[config.mk]
export PLATFORM = sky130hd
export DESIGN_NAME = usb_pwrup_seq
export DESIGN_NICKNAME = d
export VERILOG_FILES = /design/src/rtl/pwrseq_pkg.sv /design/src/rtl/pwrseq_cfg_latch.sv /design/src/rtl/pwrseq_wait.sv /design/src/rtl/pwrseq_ctrl.sv /design/src/rtl/pwrseq_drive.sv /design/src/rtl/usb_pwrup_seq.sv
export SDC_FILE = /design/constraint.sdc
export NUM_CORES = 1
export LEC_CHECK = 0
export BUFFER_PORTS_ARGS = -buffer_cell sky130_fd_sc_hd__buf_4
export CAP_MARGIN = 20
export CORE_MARGIN = 10
export CORE_UTILIZATION = 48
export CTS_CLUSTER_DIAMETER = 40
export DETAILED_ROUTE_END_ITERATION = 16
export PLACE_DENSITY_LB_ADDON = 0.05
export SYNTH_ARGS = -nofsm -noshare
export SYNTH_HDL_FRONTEND = slang
export SYNTH_SLANG_ARGS = --single-unit
[constraint.sdc]
create_clock -name clk -period 1.92 [get_ports clk]
set_input_delay 0.48 -clock clk [delete_from_list [all_inputs] [get_ports clk]]
set_output_delay 0.48 -clock clk [all_outputs]
set_load 0.01 [all_outputs]
[src/rtl/pwrseq_pkg.sv]
package pwrseq_pkg;

  // Ordinals matter: the output decode compares against them.
  typedef enum logic [3:0] {
    ST_IDLE    = 4'd0,
    ST_ASRT    = 4'd1,
    ST_DIV_RST = 4'd2,
    ST_DIV_CFG = 4'd3,
    ST_DIV_REL = 4'd4,
    ST_PWR_ON  = 4'd5,
    ST_WAIT_A  = 4'd6,
    ST_REL_CTL = 4'd7,
    ST_WAIT_B  = 4'd8,
    ST_PPC     = 4'd9,
    ST_REL_HC  = 4'd10,
    ST_WAIT_C  = 4'd11,
    ST_IFCLK   = 4'd12,
    ST_HOST    = 4'd13,
    ST_DONE    = 4'd14
  } seq_st_e;

  function automatic logic is_wait(seq_st_e s);
    return (s == ST_WAIT_A) || (s == ST_WAIT_B) || (s == ST_WAIT_C);
  endfunction

endpackage

[src/rtl/pwrseq_cfg_latch.sv]
module pwrseq_cfg_latch #(
  parameter int DIV_W  = 3,
  parameter int REF_W  = 2,
  parameter int MULT_W = 7
) (
  input  logic              clk,
  input  logic              rst_n,
  input  logic              take_i,
  input  logic [DIV_W-1:0]  div_sel_i,
  input  logic [REF_W-1:0]  ref_sel_i,
  input  logic [MULT_W-1:0] mult_i,
  input  logic              ppc_high_i,
  output logic [DIV_W-1:0]  div_sel_q,
  output logic [REF_W-1:0]  ref_sel_q,
  output logic [MULT_W-1:0] mult_q,
  output logic              ppc_high_q
);

  always_ff @(posedge clk or negedge rst_n) begin
    if (!rst_n) begin
      div_sel_q  <= '0;
      ref_sel_q  <= '0;
      mult_q     <= '0;
      ppc_high_q <= 1'b0;
    end else if (take_i) begin
      div_sel_q  <= div_sel_i;
      ref_sel_q  <= ref_sel_i;
      mult_q     <= mult_i;
      ppc_high_q <= ppc_high_i;
    end
  end

endmodule

[src/rtl/pwrseq_wait.sv]
module pwrseq_wait #(
  parameter int WAIT_TICKS = 10,
  localparam int CNT_W = (WAIT_TICKS < 2) ? 1 : $clog2(WAIT_TICKS)
) (
  input  logic clk,
  input  logic rst_n,
  input  logic arm_i,
  input  logic tick_i,
  output logic expire_o
);

  localparam logic [CNT_W-1:0] LAST = CNT_W'(WAIT_TICKS - 1);

  logic [CNT_W-1:0] cnt_q;

  assign expire_o = arm_i && tick_i && (cnt_q == LAST);

  always_ff @(posedge clk or negedge rst_n) begin
    if (!rst_n) begin
      cnt_q <= '0;
    end else if (!arm_i || expire_o) begin
      cnt_q <= '0;
    end else if (tick_i) begin
      cnt_q <= cnt_q + 1'b1;
    end
  end

endmodule

[src/rtl/pwrseq_ctrl.sv]
module pwrseq_ctrl
  import pwrseq_pkg::*;
(
  input  logic    clk,
  input  logic    rst_n,
  input  logic    start_i,
  input  logic    expire_i,
  output logic    take_o,
  output logic    arm_o,
  output seq_st_e st_q,
  output seq_st_e st_d
);

  logic idle_like;

  assign idle_like = (st_q == ST_IDLE) || (st_q == ST_DONE);
  assign take_o    = idle_like && start_i;
  assign arm_o     = is_wait(st_q);

  always_comb begin
    st_d = st_q;
    if (idle_like) begin
      if (start_i) st_d = ST_ASRT;
    end else if (arm_o) begin
      if (expire_i) st_d = seq_st_e'(st_q + 4'd1);
    end else begin
      st_d = seq_st_e'(st_q + 4'd1);
    end
  end

  always_ff @(posedge clk or negedge rst_n) begin
    if (!rst_n) st_q <= ST_IDLE;
    else        st_q <= st_d;
  end

endmodule

[src/rtl/pwrseq_drive.sv]
module pwrseq_drive
  import pwrseq_pkg::*;
#(
  parameter int DIV_W  = 3,
  parameter int REF_W  = 2,
  parameter int MULT_W = 7
) (
  input  logic              clk,
  input  logic              rst_n,
  input  seq_st_e           st_d,
  input  logic [DIV_W-1:0]  div_sel_q,
  input  logic [REF_W-1:0]  ref_sel_q,
  input  logic [MULT_W-1:0] mult_q,
  input  logic              ppc_high_q,
  output logic              phy_rst_o,
  output logic              hc_rst_o,
  output logic              ctl_rst_o,
  output logic              div_rst_o,
  output logic [DIV_W-1:0]  div_sel_o,
  output logic              hclk_en_o,
  output logic [REF_W-1:0]  ref_sel_o,
  output logic [MULT_W-1:0] mult_o,
  output logic              ssc_en_o,
  output logic              ss_ref_en_o,
  output logic              hs_pwr_o,
  output logic              ss_pwr_o,
  output logic              ppc_en_o,
  output logic              ppc_high_o,
  output logic              if_clk_en_o,
  output logic              host_mode_o,
  output logic              busy_o,
  output logic              done_o
);

  logic [3:0] ord;
  logic       clk_on, pwr_on, ppc_on;

  assign ord    = st_d;
  assign clk_on = (ord >= ST_DIV_CFG) && (ord != ST_IDLE);
  assign pwr_on = ord >= ST_PWR_ON;
  assign ppc_on = ord >= ST_PPC;

  always_ff @(posedge clk or negedge rst_n) begin
    if (!rst_n) begin
      phy_rst_o   <= 1'b1;
      hc_rst_o    <= 1'b1;
      ctl_rst_o   <= 1'b1;
      div_rst_o   <= 1'b0;
      div_sel_o   <= '0;
      hclk_en_o   <= 1'b0;
      ref_sel_o   <= '0;
      mult_o      <= '0;
      ssc_en_o    <= 1'b0;
      ss_ref_en_o <= 1'b0;
      hs_pwr_o    <= 1'b0;
      ss_pwr_o    <= 1'b0;
      ppc_en_o    <= 1'b0;
      ppc_high_o  <= 1'b0;
      if_clk_en_o <= 1'b0;
      host_mode_o <= 1'b0;
      busy_o      <= 1'b0;
      done_o      <= 1'b0;
    end else begin
      phy_rst_o   <= ord != ST_DONE;
      hc_rst_o    <= ord < ST_REL_HC;
      ctl_rst_o   <= ord < ST_REL_CTL;
      div_rst_o   <= (ord == ST_DIV_RST) || (ord == ST_DIV_CFG);
      div_sel_o   <= clk_on ? div_sel_q : '0;
      hclk_en_o   <= clk_on;
      ref_sel_o   <= pwr_on ? ref_sel_q : '0;
      mult_o      <= pwr_on ? mult_q : '0;
      ssc_en_o    <= pwr_on;
      ss_ref_en_o <= pwr_on;
      hs_pwr_o    <= pwr_on;
      ss_pwr_o    <= pwr_on;
      ppc_en_o    <= ppc_on;
      ppc_high_o  <= ppc_on && ppc_high_q;
      if_clk_en_o <= ord >= ST_IFCLK;
      host_mode_o <= ord >= ST_HOST;
      busy_o      <= (ord != ST_IDLE) && (ord != ST_DONE);
      done_o      <= ord == ST_DONE;
    end
  end

endmodule

[src/rtl/usb_pwrup_seq.sv]
module usb_pwrup_seq
  import pwrseq_pkg::*;
#(
  parameter int DIV_W      = 3,
  parameter int REF_W      = 2,
  parameter int MULT_W     = 7,
  parameter int WAIT_TICKS = 10
) (
  input  logic              clk,
  input  logic              rst_n,
  input  logic              start_i,
  input  logic              ctl_tick_i,
  input  logic [DIV_W-1:0]  div_sel_i,
  input  logic [REF_W-1:0]  ref_sel_i,
  input  logic [MULT_W-1:0] mult_i,
  input  logic              ppc_high_i,
  output logic              phy_rst_o,
  output logic              hc_rst_o,
  output logic              ctl_rst_o,
  output logic              div_rst_o,
  output logic [DIV_W-1:0]  div_sel_o,
  output logic              hclk_en_o,
  output logic [REF_W-1:0]  ref_sel_o,
  output logic [MULT_W-1:0] mult_o,
  output logic              ssc_en_o,
  output logic              ss_ref_en_o,
  output logic              hs_pwr_o,
  output logic              ss_pwr_o,
  output logic              ppc_en_o,
  output logic              ppc_high_o,
  output logic              if_clk_en_o,
  output logic              host_mode_o,
  output logic              busy_o,
  output logic              done_o
);

  seq_st_e           st_q, st_d;
  logic              take, arm, expire;
  logic [DIV_W-1:0]  div_sel_q;
  logic [REF_W-1:0]  ref_sel_q;
  logic [MULT_W-1:0] mult_q;
  logic              ppc_high_q;

  pwrseq_ctrl u_ctrl (
    .clk      (clk),
    .rst_n    (rst_n),
    .start_i  (start_i),
    .expire_i (expire),
    .take_o   (take),
    .arm_o    (arm),
    .st_q     (st_q),
    .st_d     (st_d)
  );

  pwrseq_wait #(.WAIT_TICKS(WAIT_TICKS)) u_wait (
    .clk      (clk),
    .rst_n    (rst_n),
    .arm_i    (arm),
    .tick_i   (ctl_tick_i),
    .expire_o (expire)
  );

  pwrseq_cfg_latch #(.DIV_W(DIV_W), .REF_W(REF_W), .MULT_W(MULT_W)) u_cfg (
    .clk        (clk),
    .rst_n      (rst_n),
    .take_i     (take),
    .div_sel_i  (div_sel_i),
    .ref_sel_i  (ref_sel_i),
    .mult_i     (mult_i),
    .ppc_high_i (ppc_high_i),
    .div_sel_q  (div_sel_q),
    .ref_sel_q  (ref_sel_q),
    .mult_q     (mult_q),
    .ppc_high_q (ppc_high_q)
  );

  pwrseq_drive #(.DIV_W(DIV_W), .REF_W(REF_W), .MULT_W(MULT_W)) u_drive (
    .clk         (clk),
    .rst_n       (rst_n),
    .st_d        (st_d),
    .div_sel_q   (div_sel_q),
    .ref_sel_q   (ref_sel_q),
    .mult_q      (mult_q),
    .ppc_high_q  (ppc_high_q),
    .phy_rst_o   (phy_rst_o),
    .hc_rst_o    (hc_rst_o),
    .ctl_rst_o   (ctl_rst_o),
    .div_rst_o   (div_rst_o),
    .div_sel_o   (div_sel_o),
    .hclk_en_o   (hclk_en_o),
    .ref_sel_o   (ref_sel_o),
    .mult_o      (mult_o),
    .ssc_en_o    (ssc_en_o),
    .ss_ref_en_o (ss_ref_en_o),
    .hs_pwr_o    (hs_pwr_o),
    .ss_pwr_o    (ss_pwr_o),
    .ppc_en_o    (ppc_en_o),
    .ppc_high_o  (ppc_high_o),
    .if_clk_en_o (if_clk_en_o),
    .host_mode_o (host_mode_o),
    .busy_o      (busy_o),
    .done_o      (done_o)
  );

endmodule

== After elaboration in Yosys (flattened, before gate mapping) ==
Cells that the tools add are included.

* Register bits: 45
* Bits of input ports: 17
* Logic and storage cells: 63

* $add $sub $neg: 2
* Order comparisons: 7
* Equal/unequal tests: 9
* Multiplexer cells: 9
* Reductions and logical operators: 15

{| class="wikitable"
|+ Operators with widths
! kind !! number
|-
| $mux W4 || 6
|-
| $eq A4 B4 Y1 const B || 5
|-
| $ge A4 B4 Y1 const B || 3
|-
| $add A4 B1 Y4 const B || 2
|-
| $eq A4 B2 Y1 const B || 2
|-
| $mux W7 || 1
|-
| $logic_and A1 B1 Y1 || 6
|-
| $logic_or A1 B1 Y1 || 5
|-
| $eq A4 B3 Y1 const B || 1
|-
| $ge A4 B2 Y1 const B || 1
|-
| $ge A4 B3 Y1 const B || 1
|-
| $logic_not A4 Y1 || 1
|-
| $lt A4 B3 Y1 const B || 1
|-
| $lt A4 B4 Y1 const B || 1
|-
| $ne A4 B4 Y1 const B || 1
|-
| $reduce_bool A4 Y1 || 1
|-
| $mux W3 || 1
|-
| $mux W2 || 1
|-
| $reduce_bool A2 Y1 || 1
|-
| $logic_not A1 Y1 || 1
|}

== Logic depth before layout (Yosys ltp) ==
Gate-level depths: netlist of the first run.

* Depth after elaboration: 11
* Gate-level depth with buffers: 9

== Modules after synthesis ==
From an unflattened synthesis of the first run, not the netlist that was laid out.

* Cell total of the unflattened synthesis: 143
* Area, all modules: 1948.1 um^2

{| class="wikitable"
|+ Modules (own cells, without submodules)
! module !! times used !! cells each !! area each (um^2)
|-
| pwrseq_drive || 1 || 58 || 853.3
|-
| pwrseq_cfg_latch || 1 || 27 || 520.5
|-
| pwrseq_ctrl || 1 || 31 || 320.3
|-
| pwrseq_wait || 1 || 27 || 254.0
|}

== Worst setup path before layout of the first run ==
OpenSTA, ideal clock, no wires.

* Kind: register -> register
* From: register u_ctrl.st_q[0]
* To: register u_drive.mult_o[0]
* Library setup time: 0.135 ns
* Data arrival time: 1.989 ns
* Data required time: 1.785 ns
* Setup slack: -0.204 ns
* Cell stages (with the launch flop): 9
* Buffers on the path: 1
* Cell sequence: dfrtp_1 -> inv_1 -> ha_1 -> and4b_1 -> a31o_2 -> or3_1 -> buf_6 -> a41oi_4 -> nor2b_2

* Word-level cells in the longest chain between the ends: 10

{| class="wikitable"
|+ RTL lines
! item !! line !! source
|-
| from (decl) || pwrseq_ctrl.sv:10 || <nowiki>output seq_st_e st_q,</nowiki>
|-
| from (signal assigned) || pwrseq_ctrl.sv:33 || <nowiki>else st_q <= st_d;</nowiki>
|-
| $eq A4 B3 Y1 / $eq A4 B4 Y1 (equally long branches) || pwrseq_pkg.sv:23 || <nowiki>return (s == ST_WAIT_A) || (s == ST_WAIT_B) || (s == ST_WAIT_C);</nowiki>
|-
| $logic_or A1 B1 Y1 (2 in a row) || pwrseq_pkg.sv:23 ||
|-
| $logic_and A1 B1 Y1 (2 in a row) || pwrseq_wait.sv:16 || <nowiki>assign expire_o = arm_i && tick_i && (cnt_q == LAST);</nowiki>
|-
| $mux W4 || pwrseq_ctrl.sv:25 || <nowiki>if (expire_i) st_d = seq_st_e'(st_q + 4'd1);</nowiki>
|-
| $mux W4 || pwrseq_ctrl.sv:24 || <nowiki>end else if (arm_o) begin</nowiki>
|-
| $mux W4 * || pwrseq_ctrl.sv:22 || <nowiki>if (idle_like) begin</nowiki>
|-
| via st_d[2] || usb_pwrup_seq.sv:37 || <nowiki>seq_st_e st_q, st_d;</nowiki>
|-
| $ge A4 B3 Y1 * || pwrseq_drive.sv:40 || <nowiki>assign pwr_on = ord >= ST_PWR_ON;</nowiki>
|-
| $mux W7 * || pwrseq_drive.sv:71 || <nowiki>mult_o <= pwr_on ? mult_q : '0;</nowiki>
|-
| to (signal assigned) || pwrseq_drive.sv:71 ||
|-
| to (decl) || pwrseq_drive.sv:22 || <nowiki>output logic [MULT_W-1:0] mult_o,</nowiki>
|}

Mark *: on every way through the listed nets, which the timed path passes. The rest lies on a longest branch.
A chain may end at the register's enable or synchronous reset.

== Final worst setup path of the first run ==
* From: register u_ctrl.st_q[0]
* To: register u_drive.mult_o[3]

* Word-level cells in the longest chain between the ends: 10

{| class="wikitable"
|+ RTL lines
! item !! line
|-
| $eq A4 B3 Y1 / $eq A4 B4 Y1 (equally long branches) || pwrseq_pkg.sv:23
|-
| $logic_or A1 B1 Y1 (2 in a row) || pwrseq_pkg.sv:23
|-
| $logic_and A1 B1 Y1 (2 in a row) || pwrseq_wait.sv:16
|-
| $mux W4 || pwrseq_ctrl.sv:25
|-
| $mux W4 || pwrseq_ctrl.sv:24
|-
| $mux W4 * || pwrseq_ctrl.sv:22
|-
| $ge A4 B3 Y1 * || pwrseq_drive.sv:40
|-
| $mux W7 * || pwrseq_drive.sv:71
|}

Every way passes the cells marked *; elsewhere a longest branch is shown, timed or not.

==> results of run 1 <==
-- routing by layer --
| layer | track usage | vias up | share of wire | wire length (um) |
|---|---|---|---|---|
| li1 | - | 708 | - | - |
| met1 | 0.150 | 751 | 0.39 | 1880 |
| met2 | 0.213 | 50 | 0.51 | 2470 |
| met3 | 0.0522 | 13 | 0.073 | 356 |
| met4 | 0.0584 | 0 | 0.029 | 139 |
| met5 | 0 | - | 0 | 0 |
-- synth_stat cells (2+ instances only) --
cell type and count:
nor2b_1 3, buf_2 2, and2_1 2, o22ai_1 2
buf_6 2, ha_1 5, and4b_1 2, buf_4 4
nand3_1 2, a211oi_1 2, dfstp_2 3, nand2_1 4
inv_1 9, mux2_2 15, nand2b_1 3, inv_2 2
nor2_1 9, o21ai_0 4, nor2b_2 9, nor3_1 2
xor2_1 2, dfrtp_1 42, a21oi_1 3
-- kinds of logic after synthesis --
| family | after synthesis | synth area share |
|---|---|---|
| AO/OA/AOI/OAI | 25 | 0.110 |
| XOR/XNOR | 3 | 0.0131 |
| adder cells (fa/ha/maj) | 5 | 0.0311 |
| buffers and inverters | 19 | 0.0517 |
| flip-flops | 45 | 0.562 |
| multiplexers | 15 | 0.0841 |
| AND/OR/NAND/NOR | 46 | 0.148 |
-- worst max-delay path: cells and delay by family, from the launching register on --
family,cells,cell delay (ns)
buffers and inverters,2,0.25
AND/OR/NAND/NOR,3,0.66
adder cells (fa/ha/maj),1,0.18
AO/OA/AOI/OAI,2,0.44
flip-flops,1,0.41
-- layout make-up --
type                    instances  area share
clock buffers                   6      0.0246
clock inverters                 2      0.0131
inverters                      11      0.0140
multi-input cells              94       0.317
flip-flops and latches         45       0.383
well taps                      50      0.0212
repair buffers                 81       0.227
-- sequential cells by signal (all words and copies together), names as in the netlist, 2 cells and up --
| register | flops |
|---|---|
| u_drive.ref_sel_o | 2 |
| u_cfg.ref_sel_q | 2 |
| u_wait.cnt_q | 4 |
| u_cfg.mult_q | 7 |
| u_cfg.div_sel_q | 3 |
| u_drive.mult_o | 7 |
| u_drive.div_sel_o | 3 |
| u_ctrl.st_q | 4 |
-- worst max-delay path by stage --
stage,startpoint,endpoint,slack [ns]
after floorplan,u_ctrl.st_q[0],u_drive.mult_o[0],-0.18
after global placement,u_ctrl.st_q[0],u_drive.mult_o[6],-0.25
after detailed placement,u_ctrl.st_q[0],u_drive.mult_o[3],-0.30
after CTS,u_ctrl.st_q[0],u_drive.div_sel_o[1],-0.13
after global routing,u_ctrl.st_q[0],u_drive.div_sel_o[1],-0.25
final,u_ctrl.st_q[0],u_drive.mult_o[3],-0.13
-- where the power goes --
group,switching (mW),internal (mW),total (mW),leakage (nW)
Combinational,1.44,1.64,3.08,0.803
Clock,0.313,0.390,0.704,0.0554
Sequential,0.181,1.36,1.54,0.558
-- per-stage QoR --
step	worst slack [ns]	power (mW)	area, um^2	util	cells
2_1_floorplan	-0.176	3.03	2020	-	158
3_3_place_gp	-0.251	3.99	2590	0.643	272
3_5_place_dp	-0.301	4.07	2590	0.643	272
4_1_cts	-0.127	5.16	2890	0.718	288
5_1_grt	-0.246	5.69	2950	0.732	289
6_report	-0.130	5.33	2950	0.732	289
-- timing repair --
action | CTS | global route
pin swaps | 8 | 3
resized for setup | 26 | 12
buffers inserted | 7 | 1
hold buffers | 0 | 0
cloned | 1 | 0
setup endpoints to repair | 39 | 40
==> impl_metrics.py, run 1 <==
metrics = {
    "setup_path": {
        "crit_path_max_incr_delay_ns": 0.44,
        "startpoint_type": "flip-flop",
        "r2r-start": "u_ctrl.st_q[0]",
        "required_ns": 2.12,
        "ff2ff_path_depth": 8,
        "path_cells": "inv_2 > ha_4 > and4b_1 > a31o_2 > or3_4 > a41oi_4 > buf_12 > nor2b_2",
        "r2r_setup_slack_ns": -0.13,
        "crit_arrival_ns": 2.25,
        "cp_slowest_cell": "or3_4",
        "path_class": "reg -> reg",
        "endpoint_kind": "flip-flop",
        "path_max_fanout": 10,
        "timing.rr.end": "u_drive.mult_o[3]",
    },
    "timing": {
        "period_needed_ns": 2.05,
        "rsz0062_at_grt": "yes",
        "tightest_slew_ns": 0.604,
        "post-route-period-util": 1.07,
        "maxSlewViolCount": 0,
        "final-setup-viol-count": 28,
        "max_slew_margin": 0.596,
        "hold_viol": 0,
        "fmax_mhz": 488,
        "whs_ns": 0.166,
        "fin_skew_ns": 0.00562,
        "layout_setup_ws_ns": -0.130,
        "setup-tns-final_ns": -2.72,
    },
    "layout": {
        "drive_above_1_share": 0.632,
        "final_common_cell": "buf_4",
        "seq_area_um2": 1130,
        "area_growth_pct": 46.8,
        "final_nets": 260,
        "fill_cells": 271,
        "multiInputGateArea_um2": 935,
        "diodes": 0,
        "layout_common_cells": "buf_4, dfrtp_1, mux2_2",
    },
    "yosys": {
        "syn_nets": 180,
        "yosysWarnings": 0,
        "synth_top_flop_cell": "dfrtp_1",
        "yosys.area.top_type": "dfrtp_1",
        "synth_seq_cells": 45,
        "synthDistinctLibCells": 48,
        "synthArstFlopShare": 1.00,
        "synthCells": 158,
        "synth_seq_area_share": 0.562,
        "synth-edff-count": 0,
        "syn_area_um2": 2010,
        "avgSynthCellArea_um2": 12.7,
        "synth_top_area_frac": 0.523,
        "synthTopCellsByArea": "dfrtp_1, mux2_2, dfstp_2",
    },
    "drt": {
        "drtPass1Iterations": 4,
        "via_count": 1522,
        "drtIter0Drc": 44,
        "drc_errors": 0,
        "routed_wl_um": 4850,
        "routedWlPerCell_um": 16.8,
        "viasPerCell": 5.27,
        "drtAntennaViolNets": 0,
    },
    "placement": {
        "io_buffers": 43,
        "gp_congestion": 0.849,
        "dp_hpwl_um": 3380,
    },
    "floorplan": {
        "die_x_um": 84.7,
        "ioPinCount": 44,
        "core-area_um2": 4030,
        "start_util": 0.499,
        "rows": 23,
        "die_area_um2": 7170,
        "die_h_um": 84.7,
    },
    "clocking": {
        "root_buffer": "clkbuf_8",
        "cts.path.max_buffers": 2,
        "clock-sinks": 45,
        "clk_pin_slew_ns": 0.08,
        "cts_made_buffers": 5,
        "cts_tree": "yes",
        "clk_latency_ns": 0.30,
        "h-tree-depth": 2,
    },
    "global_routing": {
        "antenna_found_initial": 0,
        "grt_start_max_net_pins": 46,
        "overflow": 0,
        "track_usage": 0.132,
        "grt_pass1_vias": 1626,
        "grt_pass1_wl_um": 7720,
    },
    "status": {
        "violations": "setup timing",
        "status": "finished, violations left",
    },
    "worst_hold_path": {
        "holdCritPathClass": "in -> async",
    },
    "flow_run": {
        "cap_viol_max_count": 0,
    },
    "pwr": {
        "leakagePower_nw": 1.42,
        "ir_worst_vdd_mv": 0.753,
        "p_per_area_nw_per_um2": 1810,
    },
}
Note: power is estimated with default switching activity, not from simulation.
==> run 2: changes to the inputs <==
--- a/config.mk
+++ b/config.mk
@@ -5,7 +5,7 @@
 export SDC_FILE = /design/constraint.sdc
 export NUM_CORES = 1
 export LEC_CHECK = 0
-export BUFFER_PORTS_ARGS = -buffer_cell sky130_fd_sc_hd__buf_4
+export BUFFER_PORTS_ARGS = -buffer_cell sky130_fd_sc_hd__buf_2
 export CAP_MARGIN = 20
 export CORE_MARGIN = 10
 export CORE_UTILIZATION = 48
==> run 2 against run 1 <==
  * The run still ends with setup timing left
  * Utilization decreased by 4.7 points
  * Non-clock buffer count decreased by 5
  * Sequential share of layout area increased by 2.6 points
  * Largest cell class unchanged
  * Highest routed layer unchanged
  * Sequential power about the same
  * Cell area decreased by 6.4%
  * Combinational power decreased by 9.4%
  * Sequential cell count unchanged
  * Global-route usage about the same
  * Maximum frequency increased by 0.53%
  * Via count decreased by 3.4%
  * Largest power group unchanged
==> impl_metrics.py, run 2 (synthesis gave the netlist of run 1 again) <==
metrics = {
    "timing": {
        "setup-tns-final_ns": -3.14,
        "fmax_mhz": 490,
        "rsz0062_at_grt": "yes",
        "tightest_slew_ns": 0.533,
        "max_slew_margin": 0.644,
        "maxSlewViolCount": 0,
        "period_needed_ns": 2.04,
        "layout_setup_ws_ns": -0.119,
        "post-route-period-util": 1.06,
        "final-setup-viol-count": 35,
        "hold_viol": 0,
        "fin_skew_ns": 0.00709,
    },
    "layout": {
        "instances_no_fill": 284,
        "layout_common_cells": "buf_2, dfrtp_1, buf_4",
        "final_nets": 255,
        "final_common_cell": "buf_2",
        "diodes": 0,
        "reg_top3": "u_cfg.mult_q (7), u_drive.mult_o (7)",
        "area_growth_pct": 37.5,
        "utilization": 0.686,
        "drive_above_1_share": 0.590,
    },
    "setup_path": {
        "cp-startpoint": "u_ctrl.st_q[1]",
        "endpoint_kind": "flip-flop",
        "path_cells": "ha_4 > and3_1 > a21oi_2 > buf_4 > nand2b_1 > buf_12 > mux2_2",
        "startpoint_type": "flip-flop",
        "required_ns": 2.10,
        "r2r-start": "u_ctrl.st_q[1]",
        "crit_path_max_incr_delay_ns": 0.47,
        "timing.rr.end": "u_cfg.ppc_high_q",
        "critPathCapture": "u_cfg.ppc_high_q",
        "crit_arrival_ns": 2.22,
        "cp_slowest_cell": "dfrtp_2",
        "path_max_fanout": 13,
        "r2r_setup_slack_ns": -0.12,
        "path_class": "reg -> reg",
        "ff2ff_path_depth": 7,
    },
    "clocking": {
        "clk_pin_slew_ns": 0.08,
        "cts_tree": "yes",
        "clock-sinks": 45,
        "root_buffer": "clkbuf_8",
        "clk_latency_ns": 0.30,
        "cts_made_buffers": 5,
        "h-tree-depth": 2,
        "cts.path.max_buffers": 2,
    },
    "flow_run": {
        "cap_viol_max_count": 0,
    },
    "global_routing": {
        "grt_start_max_net_pins": 28,
        "grt_pass1_vias": 1598,
        "grt_pass1_wl_um": 7680,
        "overflow": 0,
        "track_usage": 0.132,
        "antenna_found_initial": 0,
    },
    "placement": {
        "dpl.cell_count": 272,
        "io_buffers": 43,
        "dp_hpwl_um": 3470,
        "gp_congestion": 0.861,
    },
    "floorplan": {
        "die_h_um": 84.7,
        "die_area_um2": 7170,
        "core-area_um2": 4030,
        "die_x_um": 84.7,
        "ioPinCount": 44,
        "rows": 23,
        "start_util": 0.499,
    },
    "worst_hold_path": {
        "holdCritPathClass": "in -> async",
    },
    "drt": {
        "routedWlPerCell_um": 16.7,
        "viasPerCell": 5.18,
        "via_count": 1470,
        "drtPass1Iterations": 4,
        "drtIter0Drc": 63,
        "drtAntennaViolNets": 0,
        "drc_errors": 0,
        "routed_wl_um": 4730,
    },
    "pwr": {
        "leakagePower_nw": 1.34,
        "ir_worst_vdd_mv": 0.783,
        "p_per_area_nw_per_um2": 1820,
    },
    "status": {
        "violations": "setup timing",
        "status": "finished, violations left",
    },
}
==> run 2: cell types whose count changed in the layout (fill, tap and decap cells not counted), moves of 4 or more <==
cell     before  now
nor2b_4       0    4
buf_4        75   26
buf_2         0   43
nor2b_2       9    5
==> run 2: how the worst min path moves through the flow <==
stage               startpoint                  to  depth (start not counted)
floorplan                rst_n  u_cfg.div_sel_q[0]                          0
global placement         rst_n      u_drive.busy_o                          1
detailed placement       rst_n      u_drive.busy_o                          1
CTS                      rst_n     u_wait.cnt_q[2]                          1
global route             rst_n   u_drive.mult_o[6]                          1
finish                   rst_n     u_wait.cnt_q[3]                          1
==> run 2: critical path: cells and delay by family, from the launching register on <==
kind                     cells  cell delay (ns)
buffers and inverters        2             0.31
AND/OR/NAND/NOR              2             0.37
AO/OA/AOI/OAI                1             0.23
multiplexers                 1             0.34
adder cells (fa/ha/maj)      1             0.21
flip-flops                   1             0.47
==> run 2: layout make-up <==
cell class | count | area [um^2]
Clock buffer | 6 | 72.6
Clock inverter | 2 | 38.8
Fill cell | 321 | 1270
Inverter | 11 | 41.3
Multi-Input combinational cell | 94 | 901
Sequential cell | 45 | 1130
Tap cell | 50 | 62.6
Timing Repair Buffer | 76 | 515
==> run 2: metal layers <==
| layer | GRT usage | vias up | wire (um) |
|---|---|---|---|
| li1 | - | 698 | - |
| met3 | 0.0541 | 11 | 320 |
| met1 | 0.146 | 720 | 1890 |
| met5 | 0 | - | 0 |
| met4 | 0.0464 | 0 | 93 |
| met2 | 0.222 | 41 | 2430 |
==> run 2: per-stage QoR <==
step	hold slack [ns]	power, mW	setup WS (ns)	cell area, um^2
detailed placement	0.451	3.93	-0.303	2490
finish	0.120	5.03	-0.119	2760
global route	0.144	5.40	-0.285	2760
CTS	0.128	5.16	-0.111	2750
global placement	0.447	3.84	-0.248	2490
floorplan	0.184	3.03	-0.176	2020
==> run 2: power breakdown <==
part	internal [mW]	total (mW)	switching (mW)	leakage, nW
Combinational	1.40	2.79	1.39	0.722
Clock	0.391	0.716	0.326	0.0554
Sequential	1.36	1.53	0.171	0.558
Total	3.15	5.03	1.89	1.34
==> run 2: timing repair <==
action                                  4_1_cts  5_1_grt
hold buffers                                  0        0
pin swaps                                     8        3
endpoints found under the setup margin       37       37
cloned                                        1        0
buffers inserted                              4        1
gates resized for setup                      24        8
==> run 3: changes to the inputs <==
--- a/config.mk
+++ b/config.mk
@@ -12,6 +12,7 @@
 export CTS_CLUSTER_DIAMETER = 40
 export DETAILED_ROUTE_END_ITERATION = 16
 export PLACE_DENSITY_LB_ADDON = 0.05
+export REMOVE_ABC_BUFFERS = 1
 export SYNTH_ARGS = -nofsm -noshare
 export SYNTH_HDL_FRONTEND = slang
 export SYNTH_SLANG_ARGS = --single-unit
==> run 3 against run 2 <==
  * Worst setup slack got worse by 0.0056 ns
  * Utilization up 0.78 points
  * Non-clock buffer count is 1 higher
  * Worst hold slack got worse by 0.011 ns
  * Power up 1.8%
  * Final cell count increased by 0.35%
  * Count of clock-buffer cells in the layout did not move
  * Sequential power about the same
  * Global-route usage fell by 0.11 points
  * Critical path type unchanged
  * The run still ends with setup timing left
  * Highest routed layer unchanged
  * Clock power shrank 4.2%
  * Critical path depth stayed put
  * Register-to-register slack is essentially flat
==> impl_metrics.py, run 3 (synthesis gave the netlist of run 1 again) <==
metrics = {
    "timing": {
        "fin_skew_ns": 0.00853,
        "layout_setup_ws_ns": -0.125,
        "whs_ns": 0.109,
        "setup-tns-final_ns": -1.46,
        "rsz0062_at_grt": "yes",
        "final-setup-viol-count": 15,
        "max_slew_margin": 0.724,
        "fmax_mhz": 489,
        "post-route-period-util": 1.06,
        "tightest_slew_ns": 0.414,
        "period_needed_ns": 2.04,
        "hold_viol": 0,
        "maxSlewViolCount": 0,
    },
    "layout": {
        "layout_common_cells": "buf_2, dfrtp_1, buf_4",
        "area_growth_pct": 39.0,
        "final_nets": 256,
        "drive_above_1_share": 0.591,
        "diodes": 0,
        "final_common_cell": "buf_2",
        "fill_cells": 302,
        "reg_top3": "u_cfg.mult_q (7), u_drive.mult_o (7)",
    },
    "status": {
        "violations": "setup timing",
        "status": "finished, violations left",
    },
    "setup_path": {
        "endpoint_kind": "flip-flop",
        "ff2ff_path_depth": 7,
        "required_ns": 2.11,
        "path_max_fanout": 6,
        "crit_arrival_ns": 2.24,
        "startpoint_type": "flip-flop",
        "r2r-start": "u_ctrl.st_q[1]",
        "r2r_setup_slack_ns": -0.12,
        "path_class": "reg -> reg",
        "timing.rr.end": "u_drive.mult_o[3]",
    },
    "clocking": {
        "cts_made_buffers": 5,
        "cts_tree": "yes",
        "clk_pin_slew_ns": 0.08,
        "clk_latency_ns": 0.29,
        "h-tree-depth": 2,
        "root_buffer": "clkbuf_8",
        "cts.path.max_buffers": 2,
        "clock-sinks": 45,
    },
    "worst_hold_path": {
        "holdCritPathClass": "in -> async",
    },
    "drt": {
        "routed_wl_um": 4550,
        "drc_errors": 0,
        "via_count": 1459,
        "drtAntennaViolNets": 0,
        "viasPerCell": 5.12,
        "routedWlPerCell_um": 16.0,
        "drtIter0Drc": 96,
        "drtPass1Iterations": 4,
    },
    "pwr": {
        "comb_power_share": 0.569,
        "p_sw_frac": 0.369,
        "p_per_area_nw_per_um2": 1830,
        "power.total_mw": 5.12,
        "leakagePower_nw": 1.36,
        "ir_worst_vdd_mv": 0.898,
        "p_int_mw": 3.23,
        "seq_power_share": 0.297,
        "p_sw_mw": 1.89,
        "clkPwrFrac": 0.134,
    },
    "floorplan": {
        "die_x_um": 84.7,
        "core-area_um2": 4030,
        "ioPinCount": 44,
        "die_h_um": 84.7,
        "die_area_um2": 7170,
        "rows": 23,
        "start_util": 0.499,
    },
    "global_routing": {
        "grt_pass1_wl_um": 7770,
        "grt_pass1_vias": 1583,
        "track_usage": 0.131,
        "antenna_found_initial": 0,
        "grt_start_max_net_pins": 20,
        "overflow": 0,
    },
    "flow_run": {
        "cap_viol_max_count": 0,
    },
    "placement": {
        "io_buffers": 43,
        "gp_congestion": 0.822,
        "dp_hpwl_um": 3450,
    },
}
==> run 3: routing by layer <==
metal / GRT usage / wire (um)
met1: 0.158 / 1950
met2: 0.221 / 2330
met5: 0 / 0
met3: 0.0357 / 220
met4: 0.0374 / 45
==> run 3: worst max-delay path by stage <==
stage / from / to / slack [ns] / cells past startpoint
floorplan: u_ctrl.st_q[0] / u_drive.mult_o[0] / -0.25 / 7
global placement: u_ctrl.st_q[0] / u_drive.mult_o[4] / -0.29 / 8
detailed placement: u_ctrl.st_q[0] / u_drive.mult_o[1] / -0.35 / 7
CTS: u_ctrl.st_q[1] / u_drive.div_sel_o[2] / -0.13 / 6
global route: u_ctrl.st_q[1] / u_drive.mult_o[5] / -0.18 / 7
finish: u_ctrl.st_q[1] / u_drive.mult_o[3] / -0.12 / 7
==> run 3: repair_timing <==
| action | 4_1_cts | 5_1_grt |
|---|---|---|
| buffers inserted | 2 | 1 |
| hold buffers | 0 | 0 |
| resized for setup | 19 | 20 |
| cloned | 1 | 0 |
| pin swaps | 3 | 4 |
| endpoints found under the setup margin | 39 | 36 |
==> run 3: critical path, stage by stage, from the launching register on <==
cell and delay (ns):
dfrtp_1 0.43, ha_4 0.20, and4b_1 0.19, a31o_2 0.23, or3_4 0.43, a41oi_4 0.23
clkbuf_16 0.20, nor2b_2 0.04
==> run 3: final cells by class <==
type	count	area, um^2	share of cell area
Inverter	11	41.3	0.0148
Sequential cell	45	1130	0.404
Multi-Input combinational cell	94	936	0.335
Tap cell	50	62.6	0.0224
Timing Repair Buffer	77	517	0.185
Clock inverter	2	35.0	0.0125
Clock buffer	6	72.6	0.0260
==> run 3: stage by stage <==
step | instances | worst slack, ns | utilization | cell area, um^2
after floorplan | 150 | -0.251 | - | 1950
after global placement | 273 | -0.291 | 0.611 | 2460
after detailed placement | 273 | -0.345 | 0.611 | 2460
after CTS | 284 | -0.134 | 0.668 | 2690
after global routing | 285 | -0.177 | 0.693 | 2790
final | 285 | -0.125 | 0.693 | 2790
==> run 3: power groups by stage <==
stage | combinational [mW] | clock, mW | sequential [mW]
finish | 2.92 | 0.686 | 1.52
CTS | 2.70 | 0.701 | 1.52
floorplan | 1.24 | 0 | 1.65
global route | 3.15 | 0.741 | 1.57
global placement | 2.25 | 0 | 1.51
detailed placement | 2.30 | 0 | 1.53
